`src/rtl/dtg_pkg.sv`:
```
package dtg_pkg;
    typedef enum logic [1:0] {
        ST_IDLE  = 2'd0,
        ST_SNOOP = 2'd1,
        ST_WAIT  = 2'd2,
        ST_GRANT = 2'd3
    } dtg_state_e;
endpackage

```
`src/rtl/dtg_free_check.sv`:
```
// Bus-free qualifier: grant counts only when every blocker line is low.
module dtg_free_check #(
    parameter int N_BLOCK = 3
) (
    input  logic               grant,
    input  logic [N_BLOCK-1:0] blockers,
    output logic               free
);
    assign free = grant & ~(|blockers);
endmodule

```
`src/rtl/dtg_snoop_cnt.sv`:
```
// Counts out the snoop window; done is high in its last cycle.
module dtg_snoop_cnt #(
    parameter int LAT = 2
) (
    input  logic clk,
    input  logic rst,
    input  logic load,
    output logic done
);
    localparam int W = (LAT > 1) ? $clog2(LAT) : 1;
    localparam logic [W-1:0] LOAD_VAL = W'(LAT - 1);

    logic [W-1:0] cnt;

    always_ff @(posedge clk) begin
        if (rst)
            cnt <= '0;
        else if (load)
            cnt <= LOAD_VAL;
        else if (cnt != '0)
            cnt <= cnt - 1'b1;
    end

    assign done = (cnt == '0);
endmodule

```
`src/rtl/dtg_share_latch.sv`:
```
// Holds the snoop shared reply for the pending fill.
module dtg_share_latch (
    input  logic clk,
    input  logic rst,
    input  logic capture,
    input  logic clear,
    input  logic d,
    output logic q
);
    always_ff @(posedge clk) begin
        if (rst || clear)
            q <= 1'b0;
        else if (capture)
            q <= d;
    end

    // a clear always empties the latch
    a_r8_clear_empties: assert property (@(posedge clk) disable iff (rst)
        (clear && !capture) |=> !q);
endmodule

```
`src/rtl/dtg_fsm.sv`:
```
module dtg_fsm
    import dtg_pkg::*;
(
    input  logic clk,
    input  logic rst,
    input  logic start_any,
    input  logic addr_only,
    input  logic snoop_done,
    input  logic addr_retry,
    input  logic bus_free,
    output logic load_cnt,
    output logic capture,
    output logic clear_share,
    output logic dt_start,
    output logic req_pending,
    output logic proto_err
);
    dtg_state_e state, state_nx;
    logic data_start;

    assign data_start = start_any & ~addr_only;

    // next-state
    always_comb begin
        state_nx = state;
        unique case (state)
            ST_IDLE:  if (data_start) state_nx = ST_SNOOP;
            ST_SNOOP: if (snoop_done) state_nx = addr_retry ? ST_IDLE : ST_WAIT;
            ST_WAIT:  if (bus_free)   state_nx = ST_GRANT;
            ST_GRANT: state_nx = data_start ? ST_SNOOP : ST_IDLE;
            default:  state_nx = ST_IDLE;
        endcase
    end

    // state register and sticky error
    always_ff @(posedge clk) begin
        if (rst) begin
            state     <= ST_IDLE;
            proto_err <= 1'b0;
        end else begin
            state <= state_nx;
            if (req_pending && start_any)
                proto_err <= 1'b1;
        end
    end

    // outputs
    always_comb begin
        load_cnt    = 1'b0;
        capture     = 1'b0;
        clear_share = 1'b0;
        dt_start    = 1'b0;
        req_pending = 1'b0;
        unique case (state)
            ST_IDLE: begin
                load_cnt    = data_start;
                clear_share = data_start;
            end
            ST_SNOOP: begin
                req_pending = 1'b1;
                capture     = snoop_done & ~addr_retry;
                clear_share = snoop_done & addr_retry;
            end
            ST_WAIT: begin
                req_pending = 1'b1;
            end
            ST_GRANT: begin
                dt_start    = 1'b1;
                load_cnt    = data_start;
                clear_share = data_start;
            end
            default: ;
        endcase
    end

    // retry at the sample edge returns to idle
    a_r8_retry_cancels: assert property (@(posedge clk) disable iff (rst)
        (state == ST_SNOOP && snoop_done && addr_retry) |=> (state == ST_IDLE));

    // error flag is sticky
    a_r10_err_sticky: assert property (@(posedge clk) disable iff (rst)
        proto_err |=> proto_err);
endmodule

```
`src/rtl/data_tenure_gate.sv`:
```
module data_tenure_gate #(
    parameter int SNOOP_LAT = 2
) (
    input  logic clk,
    input  logic rst,
    input  logic addr_start,
    input  logic addr_start_x,
    input  logic addr_only,
    input  logic dbus_grant,
    input  logic dbus_busy,
    input  logic dbus_retry,
    input  logic abus_retry,
    input  logic snoop_shared,
    output logic dt_start,
    output logic alloc_shared,
    output logic req_pending,
    output logic proto_err
);
    localparam int N_BLOCK = 3;

    logic             bus_free, snoop_done, load_cnt, capture, clear_share;
    logic [N_BLOCK-1:0] blockers;

    assign blockers = {dbus_busy, dbus_retry, abus_retry};

    dtg_free_check #(.N_BLOCK(N_BLOCK)) u_free (
        .grant    (dbus_grant),
        .blockers (blockers),
        .free     (bus_free)
    );

    dtg_snoop_cnt #(.LAT(SNOOP_LAT)) u_cnt (
        .clk  (clk),
        .rst  (rst),
        .load (load_cnt),
        .done (snoop_done)
    );

    dtg_share_latch u_share (
        .clk     (clk),
        .rst     (rst),
        .capture (capture),
        .clear   (clear_share),
        .d       (snoop_shared),
        .q       (alloc_shared)
    );

    dtg_fsm u_fsm (
        .clk         (clk),
        .rst         (rst),
        .start_any   (addr_start | addr_start_x),
        .addr_only   (addr_only),
        .snoop_done  (snoop_done),
        .addr_retry  (abus_retry),
        .bus_free    (bus_free),
        .load_cnt    (load_cnt),
        .capture     (capture),
        .clear_share (clear_share),
        .dt_start    (dt_start),
        .req_pending (req_pending),
        .proto_err   (proto_err)
    );

    // every pulse follows a free, granted bus
    a_r1_grant_needs_free_bus: assert property (@(posedge clk) disable iff (rst)
        dt_start |-> $past(dbus_grant && !dbus_busy && !dbus_retry && !abus_retry));

    // pulse is exactly one cycle
    a_r9_single_pulse: assert property (@(posedge clk) disable iff (rst)
        dt_start |=> !dt_start);

    // nothing pending means no pulse next cycle
    a_r4_no_pulse_unrequested: assert property (@(posedge clk) disable iff (rst)
        !req_pending |=> !dt_start);

    // address-only start opens no request
    a_r3_addr_only_ignored: assert property (@(posedge clk) disable iff (rst)
        (!req_pending && (addr_start || addr_start_x) && addr_only) |=> !req_pending);
endmodule

```
`config.mk`:
```
export PLATFORM = sky130hd
export DESIGN_NAME = data_tenure_gate
export DESIGN_NICKNAME = d
export VERILOG_FILES = /design/src/rtl/dtg_pkg.sv /design/src/rtl/dtg_free_check.sv /design/src/rtl/dtg_snoop_cnt.sv /design/src/rtl/dtg_share_latch.sv /design/src/rtl/dtg_fsm.sv /design/src/rtl/data_tenure_gate.sv
export SDC_FILE = /design/constraint.sdc
export NUM_CORES = 1
export LEC_CHECK = 0
export CAP_MARGIN = 40
export CORE_AREA = 2 2 39 41
export DETAILED_ROUTE_END_ITERATION = 8
export DIE_AREA = 0 0 41 43
export GPL_TIMING_DRIVEN = 0
export HOLD_SLACK_MARGIN = 0.03
export PLACE_DENSITY = 0.6
export SYNTH_ARGS = -nofsm -noshare
export SYNTH_HDL_FRONTEND = slang
export SYNTH_SLANG_ARGS = --single-unit
export TNS_END_PERCENT = 30
```
`constraint.sdc`:
```
create_clock -name clk -period 1.42 [get_ports clk]
set_clock_uncertainty 0.15 [all_clocks]
set_input_delay 0.213 -clock clk [delete_from_list [all_inputs] [get_ports clk]]
set_output_delay 0.213 -clock clk [all_outputs]
set_load 0.05 [all_outputs]
```
== After elaboration in Yosys (flattened, before gate mapping) ==
Index checks and enable logic that the tools add are counted.
W data, S select, Z words.

* Reductions and logical operators: 7
* Equality and inequality tests: 6
* Bitwise gates (word level): 9
* Add/subtract/negate cells: 1
* Muxes and demuxes: 13

{| class="wikitable"
|+ Operators with widths
! operator !! count
|-
| $mux W2 || 4
|-
| $pmux W2 S4 || 1
|-
| $mux W1 || 7
|-
| $and A1 B1 Y1 || 4
|-
| $eq A2 B2 Y1 const B || 2
|-
| $ne A2 B2 Y1 const B || 2
|-
| $not A1 Y1 || 4
|-
| $reduce_or A2 Y1 || 2
|-
| $reduce_and A3 Y1 || 1
|-
| $reduce_or A3 Y1 || 1
|-
| $eq A2 B1 Y1 const B || 1
|-
| $logic_not A2 Y1 || 1
|-
| $ne A2 B1 Y1 const B || 1
|-
| $pmux W1 S2 || 1
|-
| $logic_and A1 B1 Y1 || 1
|-
| $logic_or A1 B1 Y1 || 1
|-
| $or A1 B1 Y1 || 1
|-
| $sub A1 B1 Y1 const B || 1
|}

* Input port bits: 10
* Register bits: 5

== Depth between registers and ports, before layout ==
Gate-level depths: netlist (run 1).

* Depth after elaboration: 5
* Mapped depth: 6
* Gate-level depth less buffers: 6

== Hierarchy ==
From an unflattened synthesis (run 1), not the netlist that was laid out.

* Cells, all modules: 43
* Area total of the unflattened synthesis: 366.6 µm²

{| class="wikitable"
|+ By module, submodules not included
! module !! times used !! cells each !! area each (µm²)
|-
| dtg_fsm || 1 || 35 || 267.8
|-
| dtg_share_latch || 1 || 3 || 40.0
|-
| dtg_snoop_cnt || 1 || 3 || 37.5
|-
| dtg_free_check || 1 || 1 || 15.0
|-
| data_tenure_gate || 1 || 1 || 6.3
|}

== Least setup slack after synthesis (run 1) ==
Ideal clock, no wire load.

* Path type: reg2reg
* Start: register u_fsm.state[0]
* End: register u_share.q
* Clock period less this slack: 1647 ps
* Stages on the path, launching flop included: 5
* Path slack: -227 ps
* Setup time: 86 ps
* Buffers on the path: 0
* Arrival: 1412 ps
* Cell sequence: dfxtp_1 > inv_1 > ha_1 > o21ai_0 > a211oi_1

* Longest elaborated chain between the ends: 4
* Elaborated cells on any way between the ends: 7
* Classes of those cells: eq/ne (2); mux (2); reduce/logical (3)

{| class="wikitable"
|+ RTL lines
! item !! RTL line !! source
|-
| from (decl) || dtg_fsm.sv:18 || <nowiki>dtg_state_e state, state_nx;</nowiki>
|-
| from (signal assigned) || dtg_fsm.sv:41 || <nowiki>state <= state_nx;</nowiki>
|-
| $eq A2 B2 Y1 / $logic_not A2 Y1 (equally long branches) || dtg_fsm.sv:54 || <nowiki>unique case (state)</nowiki>
|-
| $reduce_or A2 Y1 (no line) || n/a ||
|-
| $pmux W1 S2 || dtg_fsm.sv:54 ||
|-
| $logic_or A1 B1 Y1 || dtg_share_latch.sv:11 || <nowiki>if (rst || clear)</nowiki>
|-
| to (signal assigned) || dtg_share_latch.sv:12 || <nowiki>q <= 1'b0;</nowiki>
|-
| to (signal assigned) || dtg_share_latch.sv:14 || <nowiki>q <= d;</nowiki>
|-
| to (decl) || dtg_share_latch.sv:8 || <nowiki>output logic q</nowiki>
|}

Several ways; a longest one is shown, not always the timed one.
A chain may end at the register's enable or synchronous reset.

== Final worst setup path (run 1) ==
* Start: input port dbus_busy
* End: register u_fsm.state[0]

* Longest elaborated chain between the ends: 5

{| class="wikitable"
|+ RTL lines
! item !! RTL line !! source
|-
| from (decl) || data_tenure_gate.sv:10 || <nowiki>input logic dbus_busy,</nowiki>
|-
| $reduce_or A3 Y1 || dtg_free_check.sv:9 || <nowiki>assign free = grant & ~(|blockers);</nowiki>
|-
| $not A1 Y1 || dtg_free_check.sv:9 ||
|-
| $and A1 B1 Y1 || dtg_free_check.sv:9 ||
|-
| $ne A2 B2 Y1 (no line) || n/a ||
|-
| $reduce_and A3 Y1 (no line) || n/a ||
|}

Every way passes these cells.

==> results of run 1 <==
## stage by stage
step / instance area [um2] / power [mW] / util
2_1_floorplan: 362.8 / 0.3525 / -
3_3_place_gp: 513.0 / 0.4324 / 0.3707
3_5_place_dp: 513.0 / 0.4363 / 0.3707
4_1_cts: 588.1 / 0.6641 / 0.4250
5_1_grt: 626.9 / 0.7339 / 0.4530
6_report: 626.9 / 0.6870 / 0.4530
## placed cells by master, fill, tap and decap left out, drive strengths merged
cell type	netlist	layout
dfxtp	5	5
o21bai	1	1
clkdlybuf4s50	0	6
mux2i	3	3
dlymetal6s2s	0	3
a211oi	1	1
nor3b	1	1
nand2	3	3
nor3	1	1
clkdlybuf4s15	0	2
o41ai	1	1
clkbuf	0	5
ha	5	5
o21ai	2	2
a311oi	1	1
a21oi	2	2
a31o	1	1
nand3	1	1
nor2	2	2
buf	0	6
nand3b	1	1
inv	6	6
a21boi	1	1
## worst min-delay path: stages
cell and delay [ps]:
dlymetal6s2s_1 170, o21ai_0 110, a21oi_1 140
## final timing paths
check	end	slack (ps)
worst max register to register	u_fsm.state[0]	10
worst min register to register	u_fsm.proto_err	290
worst min-delay path	u_fsm.proto_err	280
worst max-delay path	u_fsm.state[0]	-20
## cells in the mapped netlist
| master | instances |
|---|---|
| a31o_1 | 1 |
| a21boi_0 | 1 |
| nand2_1 | 3 |
| o21ai_0 | 2 |
| o41ai_4 | 1 |
| nand3b_1 | 1 |
| nor3_1 | 1 |
| inv_1 | 6 |
| mux2i_1 | 3 |
| a211oi_1 | 1 |
| nand3_1 | 1 |
| ha_1 | 5 |
| nor2_1 | 2 |
| nor3b_1 | 1 |
| a21oi_1 | 2 |
| a311oi_1 | 1 |
| o21bai_4 | 1 |
| dfxtp_1 | 5 |
## per-layer routing
| metal | track usage | routed length, um | vias to the layer above |
|---|---|---|---|
| met1 | 0.1254 | 359 | 157 |
| met2 | 0.1813 | 497 | 12 |
| met3 | 0.07853 | 60 | 2 |
| li1 | - | - | 176 |
| met5 | 0 | 0 | - |
| met4 | 0.06000 | 14 | 0 |
## area by class of cell
type | count | area, um2
inverters | 6 | 27.53
clock buffers | 4 | 26.28
well taps | 16 | 20.02
multi-input cells | 27 | 265.3
repair buffers | 18 | 180.2
fillers | 146 | 757.0
flip-flops and latches | 5 | 107.6
## cells by family after synthesis
group                      Yosys count
AOI/OAI and AO/OA                   10
and+or+nand+nor                      9
buffers and inverters                6
adders and majority gates            5
DFF                                  5
muxes                                3
## timing repair
| item | CTS | global route |
|---|---|---|
| setup endpoints to repair | 7 | 5 |
| pin swaps | 3 | 4 |
| resized for setup | 31 | 7 |
| buffers inserted | 2 | 3 |
## where the power goes
part / switching (mW) / internal, mW / total (mW) / leakage, nW
clock: 0.0564 / 0.106 / 0.162 / 0.0150
combinational: 0.173 / 0.166 / 0.339 / 0.210
sequential: 0.0209 / 0.165 / 0.185 / 0.0424
total: 0.250 / 0.437 / 0.687 / 0.267
==> run summary, run 1 <==
Ys Warns -> 0
Pleak -> 0.2671 nW
DP Worst Slack -> -618.5 ps
mux cell area share after synthesis -> 0.08392
Pre-antenna DRT Iters -> 3
Clock Latency Late Sink -> 240 ps
CP Data Required Time -> 1400 ps
Final Wtd Congestion -> 0.7624
critical path, cell by cell -> clkdlybuf4s50_1 > o41ai_4 > a311oi_1 > a31o_1
R2R depth -> 5
peak supply drop -> 0.0004028 V
post-synth top area cell -> dfxtp_1
grt ovf -> 0
post-cts hold buffer count -> 0
clock tree sinks -> 5
Clock transition at path regs -> 40 ps
DR vias -> 347
via/cell ratio -> 4.566
failing checks -> negative setup slack
hold path startpoint -> addr_start
I/O pins -> 14
Crit-path slowest cell -> clkdlybuf4s50_1
synthesis-stage register bit count -> 5
die footprint -> 1763 um2
area share of the largest cell type after synthesis -> 0.2797
post-route minimum period -> 1444 ps
hold slack -> 279.3 ps
RSZ-0062 raised after global routing -> true
Critical Path Start Type -> input pin
Final WS setup -> -24.33 ps
Worst Setup End Kind -> register
outcome -> finished, violations left
Seq/Total Area, Yosys -> 0.2797
Initial Util -> 0.2586
Final Non-Filler Cells -> 76
row count -> 14
DRT Wirelength -> 932 um
final setup fails -> 2
Area Growth Syn to Fin -> 75.17%
Max-slew headroom -> 0.7800
combinational family with the most area after synthesis -> compound AO/OA/AOI/OAI gates
Levels on crit path -> 4
Avg Inst Size Synth -> 9.417 um2
largest net degree at the start of global routing -> 8
crit-path max cell delay -> 440 ps
vias in the first global route -> 314
Hold/Removal Path Class -> in -> reg
drt initial violations -> 2
CTS tree -> built
Compound-Gate Fraction of Synth Area -> 0.2762
library cells used by synthesis -> 18
H-tree depth -> 1
die width -> 41 um
routed length per instance -> 12.26 um
Syn Std Cell Area -> 357.8 um2
placed instance count -> 67
count of pins over their slew limit -> 0
max-cap violations -> 0
Max clock buf depth -> 2
Synth Area in XOR/XNOR -> 0
net total in the final layout -> 76
Max Freq -> 0.6924 GHz
share of post-route cells with drive strength above 1 -> 0.4167
period utilization -> 1.017
Least-Margin Pin Slew -> 328.8 ps
Synth Area in Simple Gates -> 0.1224
Tot GR Track Use -> 0.1215
Mapped Cells -> 38
Largest delay share family, worst path -> compound AO/OA/AOI/OAI gates
CTS Buf Count -> 3
WS Path Type -> in -> reg
Clock Root Buffer -> clkbuf_4
DRC viols -> 0
hold depth -> 3
initial antenna violation count -> 0
first-pass GRT wire length -> 1366 um
PwrDens -> 1096 nW/um2
Adder-Cell Fraction of Synth Area -> 0.1748
Antenna Cells -> 0
Port Buffers -> 13
Core Area -> 1384 um2
CP max FO -> 3
die height -> 43 um
setup_tns -> -43.04 ps
leading post-synthesis cells by cell area -> dfxtp_1, ha_1, mux2i_1, o41ai_4, inv_1
Routed Antenna Nets -> 0
Fin. Hold Viols -> 0
syn_nets -> 53
WP buf/inv -> 1
Critical Path AT -> 1420 ps
CP startpoint -> dbus_busy
Note: power is estimated with default switching activity, not from simulation.
==> run 2, diff against run 1 <==
PLACE_DENSITY = 0.58   (was 0.6)
clock period = 1.8 ns   (was 1.42 ns; I/O delays follow)
==> run 2 against run 1 <==
Against the previous run:
- worst setup slack improved by 99 ps
- design area decreased by 15%
- global-route usage down 1.8 points
- critical path type is now reg -> out
- clock power decreased by 19%
- final cell count down 6.6%
- the run now ends clean
==> run summary, run 2 (same netlist as run 1, synthesis figures left out) <==
outcome -> finished, final reports clean
Critical Path Start Type -> register
clock tree sinks -> 5 (unchanged)
Fin. Hold Viols -> 0 (unchanged)
Least-Margin Pin Slew -> 501.7 ps (+172.9 ps)
Pre-antenna DRT Iters -> 4 (+1)
Initial Util -> 0.2586 (unchanged)
Internal Power -> 0.2919 mW (-33%)
net total in the final layout -> 71 (-6.6%)
row count -> 14 (unchanged)
CTS tree -> built
Max Freq -> 0.5795 GHz
DR vias -> 321 (-7.5%)
PwrDens -> 877.5 nW/um2 (-20%)
Final Non-Filler Cells -> 71 (-6.6%)
max-cap violations -> 0 (unchanged)
drt initial violations -> 5 (+3)
Gate power share -> 0.421 (-0.073)
via/cell ratio -> 4.521 (-0.98%)
die width -> 41 um (unchanged)
CP Data Required Time -> 1380 ps (-20 ps)
final total power -> 0.4666 mW (-32%)
DRC viols -> 0 (unchanged)
Antenna Cells -> 0 (unchanged)
sequential power share -> 0.297 (+0.027)
first-pass GRT wire length -> 1145 um (-16%)
Port Buffers -> 13 (unchanged)
share of post-route cells with drive strength above 1 -> 0.1273 (-0.2894)
Routed Antenna Nets -> 0 (unchanged)
Area Growth Syn to Fin -> 48.60%
# fillers -> 160 (+9.6%)
commonest non-fill, non-tap cells in the layout -> clkdlybuf4s50_1, inv_1, ha_1, dfxtp_1
area of the multi-input gates -> 235.2 um2 (-11%)
Tot GR Track Use -> 0.1035 (-0.01797)
Max clock buf depth -> 2 (unchanged)
Post-CTS Resized -> 8 (-74%)
setup bufs post-CTS -> 0 (-2)
post-cts hold buffer count -> 0 (unchanged)
die height -> 43 um (unchanged)
count of pins over their slew limit -> 0 (unchanged)
reg2reg setup slack -> 190 ps (+180 ps)
period utilization -> 0.9587
die footprint -> 1763 um2 (unchanged)
Critical Path AT -> 1310 ps (-110 ps)
R2R depth -> 6 (+1)
Sequential Area -> 100.1 um2 (-7.0%)
CTS Buf Count -> 3 (unchanged)
I/O pins -> 14 (unchanged)
clock share of power -> 0.282 (+0.045)
switching share of power -> 0.3743 (+0.01010)
peak supply drop -> 0.0003142 V (-22%)
Hold/Removal Path Class -> reg -> reg
DP Worst Slack -> -276.5 ps (+342.0 ps)
WS Path Type -> reg -> out
RSZ-0062 raised after global routing -> false
post-route design area -> 531.8 um2 (-15%)
CP Capture Point -> req_pending
Core Area -> 1384 um2 (unchanged)
Clock Latency Late Sink -> 240 ps (about the same)
setup_tns -> 0 ps (+43.04 ps)
Clock Root Buffer -> clkbuf_4
initial antenna violation count -> 0 (unchanged)
dpl cell area -> 508.0 um2 (-0.98%)
grt ovf -> 0 (unchanged)
placed instance count -> 67 (unchanged)
post-route minimum period -> 1726 ps
Final Wtd Congestion -> 0.6881 (-9.7%)
Final WS setup -> 74.36 ps (+98.69 ps)
DRT Wirelength -> 767 um (-18%)
vias in the first global route -> 304 (-3.2%)
largest net degree at the start of global routing -> 8 (unchanged)
placed wire-length estimate -> 616.4 um
Pleak -> 0.2444 nW (-8.5%)
Clock transition at path regs -> 40 ps (about the same)
routed length per instance -> 10.80 um (-12%)
CP max FO -> 5 (+2)
Worst Setup End Kind -> output port
CP startpoint -> u_fsm.state[0]
H-tree depth -> 1 (unchanged)
final setup fails -> 0 (-2)
commonest non-fill, non-tap cell in the layout -> clkdlybuf4s50_1
Max-slew headroom -> 0.6650 (-0.1150)
Switch Pwr -> 0.1747 mW (-30%)
-- run 2: cell types whose count changed in the layout (fill, tap and decap cells not counted), sizes merged --
| cell | delta |
|---|---|
| dlymetal6s2s | -1 |
| clkdlybuf4s50 | +3 |
| clkdlybuf4s15 | -2 |
| buf | -5 |
-- run 2: per-stage QoR --
step | utilization | hold slack, ps
2_1_floorplan | - | 189.1
3_5_place_dp | 0.3671 | 299.3
6_report | 0.3843 | 293.2
3_3_place_gp | 0.3671 | 286.5
5_1_grt | 0.3843 | 314.7
4_1_cts | 0.3843 | 305.4
-- run 2: worst min path at each step --
stage	from	end	slack [ps]	cells past startpoint
floorplan	rst	u_fsm.proto_err	190	1
finish	u_fsm.proto_err	u_fsm.proto_err	290	2
CTS	u_fsm.proto_err	u_fsm.proto_err	310	2
global placement	u_fsm.proto_err	u_fsm.proto_err	290	2
global route	u_fsm.proto_err	u_fsm.proto_err	310	2
detailed placement	u_fsm.proto_err	u_fsm.proto_err	300	2
-- run 2: cell type report --
class,count,share of cell area
repair buffers,13,0.2400
well taps,16,0.03765
multi-input cells,27,0.4424
flip-flops and latches,5,0.1882
clock buffers,4,0.04941
inverters,6,0.04235
-- run 2: worst max-delay path: stages (launching register included) --
cell     delay (ps)
dfxtp_1         370
inv_1           120
ha_1            350
buf_4           220
-- run 2: layer usage --
metal | vias up | routed length (um) | GRT usage
li1 | 166 | - | -
met1 | 143 | 308 | 0.09677
met4 | 0 | 0 | 0.06000
met2 | 12 | 367 | 0.1500
met5 | - | 0 | 0
met3 | 0 | 90 | 0.08377
-- run 2: power by group through the flow --
| stage | clock [mW] | combinational (mW) | sequential (mW) |
|---|---|---|---|
| finish | 0.132 | 0.196 | 0.139 |
| global route | 0.144 | 0.211 | 0.141 |
| CTS | 0.139 | 0.198 | 0.139 |
| floorplan | 0 | 0.115 | 0.160 |
| detailed placement | 0 | 0.199 | 0.142 |
| global placement | 0 | 0.198 | 0.141 |
